==> src/rtl/pw_pkg.sv <==
`timescale 1ns/1ps
package pw_pkg;
  typedef enum logic [2:0] {
    S_IDLE, S_SETUP, S_WLOW, S_WHIGH, S_WAIT, S_READ, S_GAP
  } pw_state_t;

  function automatic int pw_max4(int a, int b, int c, int d);
    int m;
    m = a;
    if (b > m) m = b;
    if (c > m) m = c;
    if (d > m) m = d;
    return m;
  endfunction
endpackage

==> src/rtl/pw_byte_fifo.sv <==
`timescale 1ns/1ps
module pw_byte_fifo #(
  parameter int DEPTH = 256,
  parameter int W     = 8
) (
  input  logic                       clk,
  input  logic                       rst_n,
  input  logic                       push,
  input  logic [W-1:0]               din,
  input  logic                       pop,
  output logic [W-1:0]               dout,
  output logic [$clog2(DEPTH+1)-1:0] fill
);
  localparam int PW = (DEPTH > 1) ? $clog2(DEPTH) : 1;
  localparam int FW = $clog2(DEPTH+1);

  logic [W-1:0]  store [DEPTH];
  logic [PW-1:0] wp, rp;

  function automatic logic [PW-1:0] nxt(logic [PW-1:0] p);
    return (p == PW'(DEPTH-1)) ? '0 : p + 1'b1;
  endfunction

  always_ff @(posedge clk) begin
    if (push) store[wp] <= din;
  end

  always_ff @(posedge clk or negedge rst_n) begin
    if (!rst_n) begin
      wp   <= '0;
      rp   <= '0;
      fill <= '0;
    end else begin
      if (push) wp <= nxt(wp);
      if (pop)  rp <= nxt(rp);
      case ({push, pop})
        2'b10:   fill <= fill + 1'b1;
        2'b01:   fill <= fill - 1'b1;
        default: fill <= fill;
      endcase
    end
  end

  assign dout = store[rp];

  // a byte is only taken when there is room for it
  p_push_room_r2: assert property (@(posedge clk) disable iff (!rst_n)
    push |-> (fill < FW'(DEPTH)));
  // a byte load never consumes from an empty buffer
  p_pop_data_r4: assert property (@(posedge clk) disable iff (!rst_n)
    pop |-> (fill != '0));
endmodule

==> src/rtl/pw_poll_eval.sv <==
`timescale 1ns/1ps
module pw_poll_eval (
  input  logic       clk,
  input  logic       rst_n,
  input  logic       clr,
  input  logic       stb,
  input  logic       mode,
  input  logic       exp_b7,
  input  logic [7:0] d,
  output logic       hit
);
  logic prev_vld, prev_b6;

  always_ff @(posedge clk or negedge rst_n) begin
    if (!rst_n) begin
      prev_vld <= 1'b0;
      prev_b6  <= 1'b0;
    end else if (clr) begin
      prev_vld <= 1'b0;
    end else if (stb) begin
      prev_vld <= 1'b1;
      prev_b6  <= d[6];
    end
  end

  // data mode compares against the written bit 7, toggle mode against the previous read
  assign hit = stb && (mode ? (prev_vld && (prev_b6 == d[6])) : (d[7] == exp_b7));
endmodule

==> src/rtl/pw_bus_seq.sv <==
`timescale 1ns/1ps
module pw_bus_seq
  import pw_pkg::*;
#(
  parameter int ADDR_W       = 17,
  parameter int PG_W         = 8,
  parameter int LEN_W        = 9,
  parameter int FILL_W       = 9,
  parameter int WP_CYC       = 3,
  parameter int WPH_CYC      = 10,
  parameter int LOAD_WIN_CYC = 5000,
  parameter int POLL_DLY_CYC = 5000,
  parameter int RD_CYC       = 4,
  parameter int TIMEOUT_CYC  = 250000
) (
  input  logic              clk,
  input  logic              rst_n,
  input  logic              start,
  input  logic              poll_mode,
  input  logic [LEN_W-1:0]  len,
  input  logic [ADDR_W-1:0] base,
  input  logic [FILL_W-1:0] fill,
  input  logic [7:0]        head,
  output logic              pop,
  input  logic              hit,
  output logic              samp_stb,
  output logic              eval_clr,
  output logic              mode_o,
  output logic              last_b7,
  output logic              busy,
  output logic              done,
  output logic              done_timeout,
  output logic              done_reject,
  output logic [ADDR_W-1:0] mem_addr,
  output logic              mem_ce_n,
  output logic              mem_oe_n,
  output logic              mem_we_n,
  output logic [7:0]        mem_dq_o,
  output logic              mem_dq_oe
);
  localparam int CNT_W = $clog2(pw_max4(WP_CYC, WPH_CYC, POLL_DLY_CYC, RD_CYC) + 1);
  localparam int TMO_W = $clog2(TIMEOUT_CYC + 1);
  localparam int GAP_W = $clog2(LOAD_WIN_CYC + 1) + 1;
  localparam int HI_W  = ADDR_W - PG_W;

  pw_state_t         st;
  logic [CNT_W-1:0]  cnt;
  logic [TMO_W-1:0]  tmo;
  logic [LEN_W-1:0]  rem_q;
  logic [PG_W-1:0]   lo_q;
  logic [HI_W-1:0]   page_q;
  logic              tmo_end;

  assign tmo_end  = (tmo == TMO_W'(TIMEOUT_CYC - 1));
  assign busy     = (st != S_IDLE);
  assign pop      = (st == S_SETUP);
  assign samp_stb = (st == S_READ) && (cnt == '0);
  assign eval_clr = (st == S_IDLE);

  always_ff @(posedge clk or negedge rst_n) begin
    if (!rst_n) begin
      st <= S_IDLE; cnt <= '0; tmo <= '0; rem_q <= '0; lo_q <= '0; page_q <= '0;
      mode_o <= 1'b0; last_b7 <= 1'b0;
      mem_addr <= '0; mem_ce_n <= 1'b1; mem_oe_n <= 1'b1; mem_we_n <= 1'b1;
      mem_dq_o <= '0; mem_dq_oe <= 1'b0;
      done <= 1'b0; done_timeout <= 1'b0; done_reject <= 1'b0;
    end else begin
      done <= 1'b0; done_timeout <= 1'b0; done_reject <= 1'b0;
      case (st)
        S_IDLE: if (start) begin
          if (len == '0 || int'(len) > int'(fill)) begin
            done <= 1'b1; done_reject <= 1'b1;
          end else begin
            page_q   <= base[ADDR_W-1:PG_W];
            lo_q     <= base[PG_W-1:0];
            rem_q    <= len - 1'b1;
            mode_o   <= poll_mode;
            mem_addr <= base;
            mem_ce_n <= 1'b0;
            st       <= S_SETUP;
          end
        end
        S_SETUP: begin
          mem_we_n  <= 1'b0;
          mem_dq_o  <= head;
          mem_dq_oe <= 1'b1;
          last_b7   <= head[7];
          cnt       <= CNT_W'(WP_CYC - 1);
          st        <= S_WLOW;
        end
        S_WLOW: if (cnt == '0) begin
          mem_we_n <= 1'b1;
          cnt      <= CNT_W'(WPH_CYC - 1);
          st       <= S_WHIGH;
        end else cnt <= cnt - 1'b1;
        S_WHIGH: if (cnt != '0) cnt <= cnt - 1'b1;
        else if (rem_q == '0) begin
          mem_dq_oe <= 1'b0;
          mem_ce_n  <= 1'b1;
          cnt       <= CNT_W'(POLL_DLY_CYC - 1);
          tmo       <= '0;
          st        <= S_WAIT;
        end else begin
          rem_q    <= rem_q - 1'b1;
          lo_q     <= lo_q + 1'b1;
          mem_addr <= {page_q, lo_q + 1'b1};
          st       <= S_SETUP;
        end
        S_WAIT: if (tmo_end) begin
          done <= 1'b1; done_timeout <= 1'b1; st <= S_IDLE;
        end else begin
          tmo <= tmo + 1'b1;
          if (cnt == '0) begin
            mem_ce_n <= 1'b0; mem_oe_n <= 1'b0;
            cnt <= CNT_W'(RD_CYC - 1);
            st  <= S_READ;
          end else cnt <= cnt - 1'b1;
        end
        S_READ: if (samp_stb && hit) begin
          mem_ce_n <= 1'b1; mem_oe_n <= 1'b1; done <= 1'b1; st <= S_IDLE;
        end else if (tmo_end) begin
          mem_ce_n <= 1'b1; mem_oe_n <= 1'b1;
          done <= 1'b1; done_timeout <= 1'b1; st <= S_IDLE;
        end else begin
          tmo <= tmo + 1'b1;
          if (cnt == '0) begin
            mem_oe_n <= 1'b1; st <= S_GAP;
          end else cnt <= cnt - 1'b1;
        end
        S_GAP: if (tmo_end) begin
          mem_ce_n <= 1'b1;
          done <= 1'b1; done_timeout <= 1'b1; st <= S_IDLE;
        end else begin
          tmo <= tmo + 1'b1;
          mem_oe_n <= 1'b0;
          cnt <= CNT_W'(RD_CYC - 1);
          st  <= S_READ;
        end
        default: st <= S_IDLE;
      endcase
    end
  end

  // counters kept only for the timing properties below
  logic [CNT_W:0]   we_run;
  logic [GAP_W-1:0] ld_gap;
  always_ff @(posedge clk or negedge rst_n) begin
    if (!rst_n) begin
      we_run <= '0;
      ld_gap <= '0;
    end else begin
      if (!mem_we_n) we_run <= (we_run == '1) ? we_run : we_run + 1'b1;
      else           we_run <= '0;
      if (st == S_IDLE || !mem_we_n) ld_gap <= '0;
      else if (ld_gap != '1)         ld_gap <= ld_gap + 1'b1;
    end
  end

  p_idle_quiet_r1: assert property (@(posedge clk) disable iff (!rst_n)
    (st == S_IDLE) |-> (mem_ce_n && mem_we_n && mem_oe_n && !mem_dq_oe));
  p_page_const_r4: assert property (@(posedge clk) disable iff (!rst_n)
    $fell(mem_we_n) |-> (mem_addr[ADDR_W-1:PG_W] == page_q));
  p_we_width_r5: assert property (@(posedge clk) disable iff (!rst_n)
    $rose(mem_we_n) |-> (we_run == (CNT_W+1)'(WP_CYC)));
  p_load_window_r5: assert property (@(posedge clk) disable iff (!rst_n)
    (st == S_SETUP) |-> (int'(ld_gap) + WP_CYC < LOAD_WIN_CYC));
  p_bus_release_r6: assert property (@(posedge clk) disable iff (!rst_n)
    !mem_oe_n |-> !mem_dq_oe);
  p_read_strobes_r7: assert property (@(posedge clk) disable iff (!rst_n)
    !mem_oe_n |-> (mem_we_n && !mem_ce_n));
  p_done_flags_r10: assert property (@(posedge clk) disable iff (!rst_n)
    (done_timeout || done_reject) |-> (done && !(done_timeout && done_reject)));
endmodule

==> src/rtl/pw_master.sv <==
`timescale 1ns/1ps
module pw_master #(
  parameter int ADDR_W       = 17,
  parameter int PAGE_BYTES   = 256,
  parameter int BUF_DEPTH    = 256,
  parameter int WP_CYC       = 3,
  parameter int WPH_CYC      = 10,
  parameter int LOAD_WIN_CYC = 5000,
  parameter int POLL_DLY_CYC = 5000,
  parameter int RD_CYC       = 4,
  parameter int TIMEOUT_CYC  = 250000
) (
  input  logic                              clk,
  input  logic                              rst_n,
  input  logic                              in_valid,
  input  logic [7:0]                        in_data,
  output logic                              in_ready,
  input  logic                              start,
  input  logic                              poll_mode,
  input  logic [$clog2(PAGE_BYTES+1)-1:0]   page_len,
  input  logic [ADDR_W-1:0]                 base_addr,
  output logic                              busy,
  output logic                              done,
  output logic                              done_timeout,
  output logic                              done_reject,
  output logic [ADDR_W-1:0]                 mem_addr,
  output logic                              mem_ce_n,
  output logic                              mem_oe_n,
  output logic                              mem_we_n,
  output logic [7:0]                        mem_dq_o,
  output logic                              mem_dq_oe,
  input  logic [7:0]                        mem_dq_i
);
  localparam int PG_W   = $clog2(PAGE_BYTES);
  localparam int LEN_W  = $clog2(PAGE_BYTES+1);
  localparam int FILL_W = $clog2(BUF_DEPTH+1);

  logic [FILL_W-1:0] fill;
  logic [7:0]        head;
  logic              push, pop, hit, samp_stb, eval_clr, mode_q, last_b7;

  assign in_ready = !busy && (fill < FILL_W'(BUF_DEPTH));
  assign push     = in_valid && in_ready;

  pw_byte_fifo #(.DEPTH(BUF_DEPTH), .W(8)) u_buf (
    .clk(clk), .rst_n(rst_n), .push(push), .din(in_data),
    .pop(pop), .dout(head), .fill(fill)
  );

  pw_poll_eval u_eval (
    .clk(clk), .rst_n(rst_n), .clr(eval_clr), .stb(samp_stb),
    .mode(mode_q), .exp_b7(last_b7), .d(mem_dq_i), .hit(hit)
  );

  pw_bus_seq #(
    .ADDR_W(ADDR_W), .PG_W(PG_W), .LEN_W(LEN_W), .FILL_W(FILL_W),
    .WP_CYC(WP_CYC), .WPH_CYC(WPH_CYC), .LOAD_WIN_CYC(LOAD_WIN_CYC),
    .POLL_DLY_CYC(POLL_DLY_CYC), .RD_CYC(RD_CYC), .TIMEOUT_CYC(TIMEOUT_CYC)
  ) u_seq (
    .clk(clk), .rst_n(rst_n), .start(start), .poll_mode(poll_mode),
    .len(page_len), .base(base_addr), .fill(fill), .head(head), .pop(pop),
    .hit(hit), .samp_stb(samp_stb), .eval_clr(eval_clr), .mode_o(mode_q),
    .last_b7(last_b7), .busy(busy), .done(done), .done_timeout(done_timeout),
    .done_reject(done_reject), .mem_addr(mem_addr), .mem_ce_n(mem_ce_n),
    .mem_oe_n(mem_oe_n), .mem_we_n(mem_we_n), .mem_dq_o(mem_dq_o),
    .mem_dq_oe(mem_dq_oe)
  );

  // a start seen while busy leaves the running request untouched
  p_busy_hold_r11: assert property (@(posedge clk) disable iff (!rst_n)
    (busy && start && !done) |=> (busy || done));
endmodule

==> config.mk <==
export PLATFORM = sky130hd
export DESIGN_NAME = pw_master
export DESIGN_NICKNAME = d
export VERILOG_FILES = /design/src/rtl/pw_pkg.sv /design/src/rtl/pw_byte_fifo.sv /design/src/rtl/pw_poll_eval.sv /design/src/rtl/pw_bus_seq.sv /design/src/rtl/pw_master.sv
export SDC_FILE = /design/constraint.sdc
export NUM_CORES = 2
export LEC_CHECK = 0
export ABC_AREA = 1
export BUFFER_PORTS_ARGS = -buffer_cell sky130_fd_sc_hd__buf_2
export CAP_MARGIN = 20
export CORE_MARGIN = 4
export CORE_UTILIZATION = 35
export CTS_BUF_LIST = sky130_fd_sc_hd__clkbuf_4
export DETAILED_ROUTE_END_ITERATION = 10
export PLACE_DENSITY_LB_ADDON = 0.1
export RECOVER_POWER = 100
export SYNTH_ARGS = -nofsm -noshare
export SYNTH_HDL_FRONTEND = slang
export SYNTH_HIERARCHICAL = 1
export SYNTH_SLANG_ARGS = --single-unit
==> constraint.sdc <==
create_clock -name clk -period 4 [get_ports clk]
set_input_delay 0.8 -clock clk [delete_from_list [all_inputs] [get_ports clk]]
set_output_delay 0.8 -clock clk [all_outputs]
set_load 0.01 [all_outputs]
==> impl_metrics.yaml <==
status:
  status: "complete, but fails checks"
  violations: "max-capacitance violations, max-slew violations"
die:
  die_x_um: 525.3
  io_pins: 81
  dieArea_mm2: 0.2760
  coreArea_mm2: 0.2658
  fp.dieH_um: 525.3
  std_cell_rows: 189
  start_util_pct: 35.24
clocking:
  root_buffer: "clkbuf_4"
  clock_latency_ns: 1.55
  cts_resized: 0
  cts.sinks: 2160
  cts_tree: "yes"
  htreeDepth: 6
  cts.clk_slew.worst_paths_ns: 0.06
  numCtsBuffers: 609
  clockBufferDepth: 4
drt:
  vias_per_cell: 4.838
  wl_um: 284800
  vias: 65447
  drtIter0Drc: 5425
  remaining_drc_errors: 0
  wl_per_cell_um: 21.05
  firstDrtPassIters: 6
  ant_nets: 0
logic_synthesis:
  seq_area_frac_synth_pct: 68.65
  yosys-top-cells-area: "edfxtp_1 (66%), nand2_1 (11%), nor2_1 (5.3%), nand3_1 (3.7%), inv_1 (3.2%)"
  yosysMostFrequentCell: "nand2_1"
  yosys.area.top_type: "edfxtp_1"
  syn_area_per_cell_um2: 10.32
  async_flop_share_pct: 5.185
  syn-num-nets: 9144
  ys.flop_type: "edfxtp_1"
  ys_types: 48
  synth_enable_flop_cells: 2048
  synth-seq-cells: 2160
  yosysWarnings: 6
  syn_inst: 9074
  synth_common_cells: "nand2_1 (2,659), edfxtp_1 (2,048), nor2_1 (1,316), inv_1 (787), nand3_1 (689)"
  synth_top_area_share_pct: 65.65
  synth.cell_area_mm2: 0.09367
worst_setup_path:
  crit_buf_inv: 3
  required_ns: 5.07
  critical-path-top-delay-family: "simple AND/OR/NAND/NOR gates"
  cp_data_arrival_time_ns: 4.84
  cpPeakStageDelay_ns: 0.98
  cpMaxStageDelayCell: "nor2_1"
  criticalPathCategory: "reg -> reg"
  path_cells: "nor2_1 > nand2_1 > inv_1 > nand2_2 > nor2_1 > buf_4 > nand2_1 > clkbuf_2 > nor2_1"
  crit_top_cell: "nor2_1"
  cp-end-kind: "register"
  cp_max_fo: 22
  critPathLaunchType: "register"
grt:
  overflow: 0
  antenna_found_initial: 19
  grt_pass1_vias: 64625
  grt_pass1_wl_um: 420400
  grt_max_degree: 108
  track_usage_pct: 20.12
power_and_ir_drop:
  switchingPower_mw: 28.66
  p_int_mw: 43.14
  power_frac_clock_pct: 28.4
  p_total_mw: 71.81
  power_density_mw_per_mm2: 673.7
  combPwrFrac_pct: 35.7
  ir_drop_v: 0.0004483
  sequentialPowerShare_pct: 36.0
  switching_share_pct: 39.92
  power_leakage_nw: 41.79
sta:
  worst_pin_slew_ns: 3.765
  hold_slack_ns: 0.2331
  final-hold-violation-count: 0
  fin_setup_tns_ns: 0
  slew_violations: 1001
  final.period_utilization_pct: 94.22
  min_period_ns: 3.769
  finalClockSkew_ns: 0.1067
  max_freq_ghz: 0.2653
  rsz0062_at_grt: "no"
  finalSetupViolCount: 0
  slew_headroom_pct: -151.0
run:
  cap_violations: 18
layout:
  layout-drive-gt1-share_pct: 12.28
  multiInputGateArea_mm2: 0.02390
  post-route-util_pct: 40.10
  fin_nets: 9627
  ff_latch_area_mm2: 0.06431
  area_growth_pct: 13.79
  fillers: 26326
placed_design:
  gp_congestion: 0.8328
  port_buffers: 74
  dp_hpwl_um: 166300
hold_path:
  hold_class: "in -> reg"
[state kept, by name, indices dropped and copies added (netlist names), 3 cells and up]
register,cells
u_buf/fill,9
u_buf/rp,8
u_buf/store,2048
u_buf/wp,8
u_seq/cnt,13
u_seq/mem_addr,17
u_seq/mem_dq_o,7
u_seq/page_q,9
u_seq/rem_q,9
u_seq/st,3
u_seq/tmo,18
[worst reg2reg max path: cells and delay by family, from the launching register on]
kind          cells  cell delay [ns]
flops             1             0.45
buf+inv           3             1.11
simple gates      6             1.82
[kinds of logic after synthesis]
logic type	after synthesis	synth area share [%]
buffers and inverters	1303	5.802
flip-flops	2160	68.65
AND/OR/NAND/NOR	4768	20.37
AO/OA/AOI/OAI	775	4.449
adder cells (fa/ha/maj)	23	0.3072
XOR/XNOR	45	0.4208
[final cells by class]
| cell class | instances | area share, % |
|---|---|---|
| clock buffers | 902 | 6.353 |
| repair buffers | 362 | 2.943 |
| inverters | 813 | 2.886 |
| clock inverters | 131 | 0.8745 |
| flip-flops and latches | 2160 | 60.34 |
| well taps | 3533 | 4.147 |
| multi-input cells | 5611 | 22.42 |
| diodes | 17 | 0.03991 |
[final timing paths]
kind                       slack, ns                             to                     startpoint  cells after the start
max                             0.23   u_buf/store[41][7]$_DFFE_PP_        u_seq/st[1]$_DFFE_PN0P_                      9
min                             0.23  u_seq/mem_addr[5]$_DFFE_PN0P_                   base_addr[5]                      6
max reg2reg                     0.23   u_buf/store[41][7]$_DFFE_PP_        u_seq/st[1]$_DFFE_PN0P_                      9
min reg2reg                     0.48  u_seq/mem_addr[9]$_DFFE_PN0P_  u_seq/mem_addr[9]$_DFFE_PN0P_                      2
max in group asynchronous       0.68  u_seq/mem_dq_o[5]$_DFFE_PN0P_                          rst_n                      4
min in group asynchronous       1.00     u_seq/mem_ce_n$_DFFE_PN1P_                          rst_n                      3
[stage by stage]
stage	cells	setup slack [ns]	instance area [µm²]
after floorplan	9074	1.155	93670
after global placement	12404	0.3303	98620
after detailed placement	12404	0.4621	98620
after CTS	13512	0.1406	107100
after global routing	13523	0.09292	106600
final	13529	0.2312	106600
[cell usage in the layout (no fill, tap or decap), types with 3 or more instances in the layout]
master,instances
a31oi_1,3
inv_4,4
edfxtp_1,2048
a21oi_1,107
o21ai_1,76
o21ai_0,479
inv_8,9
o211ai_1,95
clkinv_1,91
nor2_2,3
nor3_1,15
nand3_1,690
diode_2,17
nor2_4,3
clkbuf_2,23
clkinvlp_4,11
clkinv_2,3
nand3b_1,3
inv_2,12
xor2_1,31
inv_6,10
nand2_2,9
clkbuf_1,78
nand2_1,2660
or2_2,15
clkinv_4,9
ha_1,23
dfrtp_1,106
clkbuf_4,902
nand4_1,42
nor2_1,1318
o21ai_2,4
inv_1,784
clkinv_8,3
buf_12,53
buf_2,35
bufinv_16,8
xnor2_1,14
dlygate4sd3_1,74
buf_4,97
[per-layer routing]
layer  up-vias  routed length, µm  global-route usage, %
met2      1768             134000                  32.74
met3       404              16160                  3.672
met5         -                 13                      0
met4         2               6542                  5.598
met1     31844             128100                  27.62
li1      31429                  -                      -
[repair_timing]
item | CTS | global route
hold endpoints to repair | 1412 | 0
hold buffers | 75 | 0
setup buffers | 0 | 0
[power by group through the flow]
stage | Combinational [mW] | Clock, mW | Sequential [mW]
floorplan | 15.9 | 0 | 26.1
global placement | 25.8 | 0 | 26.3
detailed placement | 25.8 | 0 | 26.3
CTS | 26.1 | 21.1 | 25.8
global route | 28.4 | 22.4 | 25.9
finish | 25.6 | 20.4 | 25.8
No activity file was read; power rests on OpenSTA's default activity.
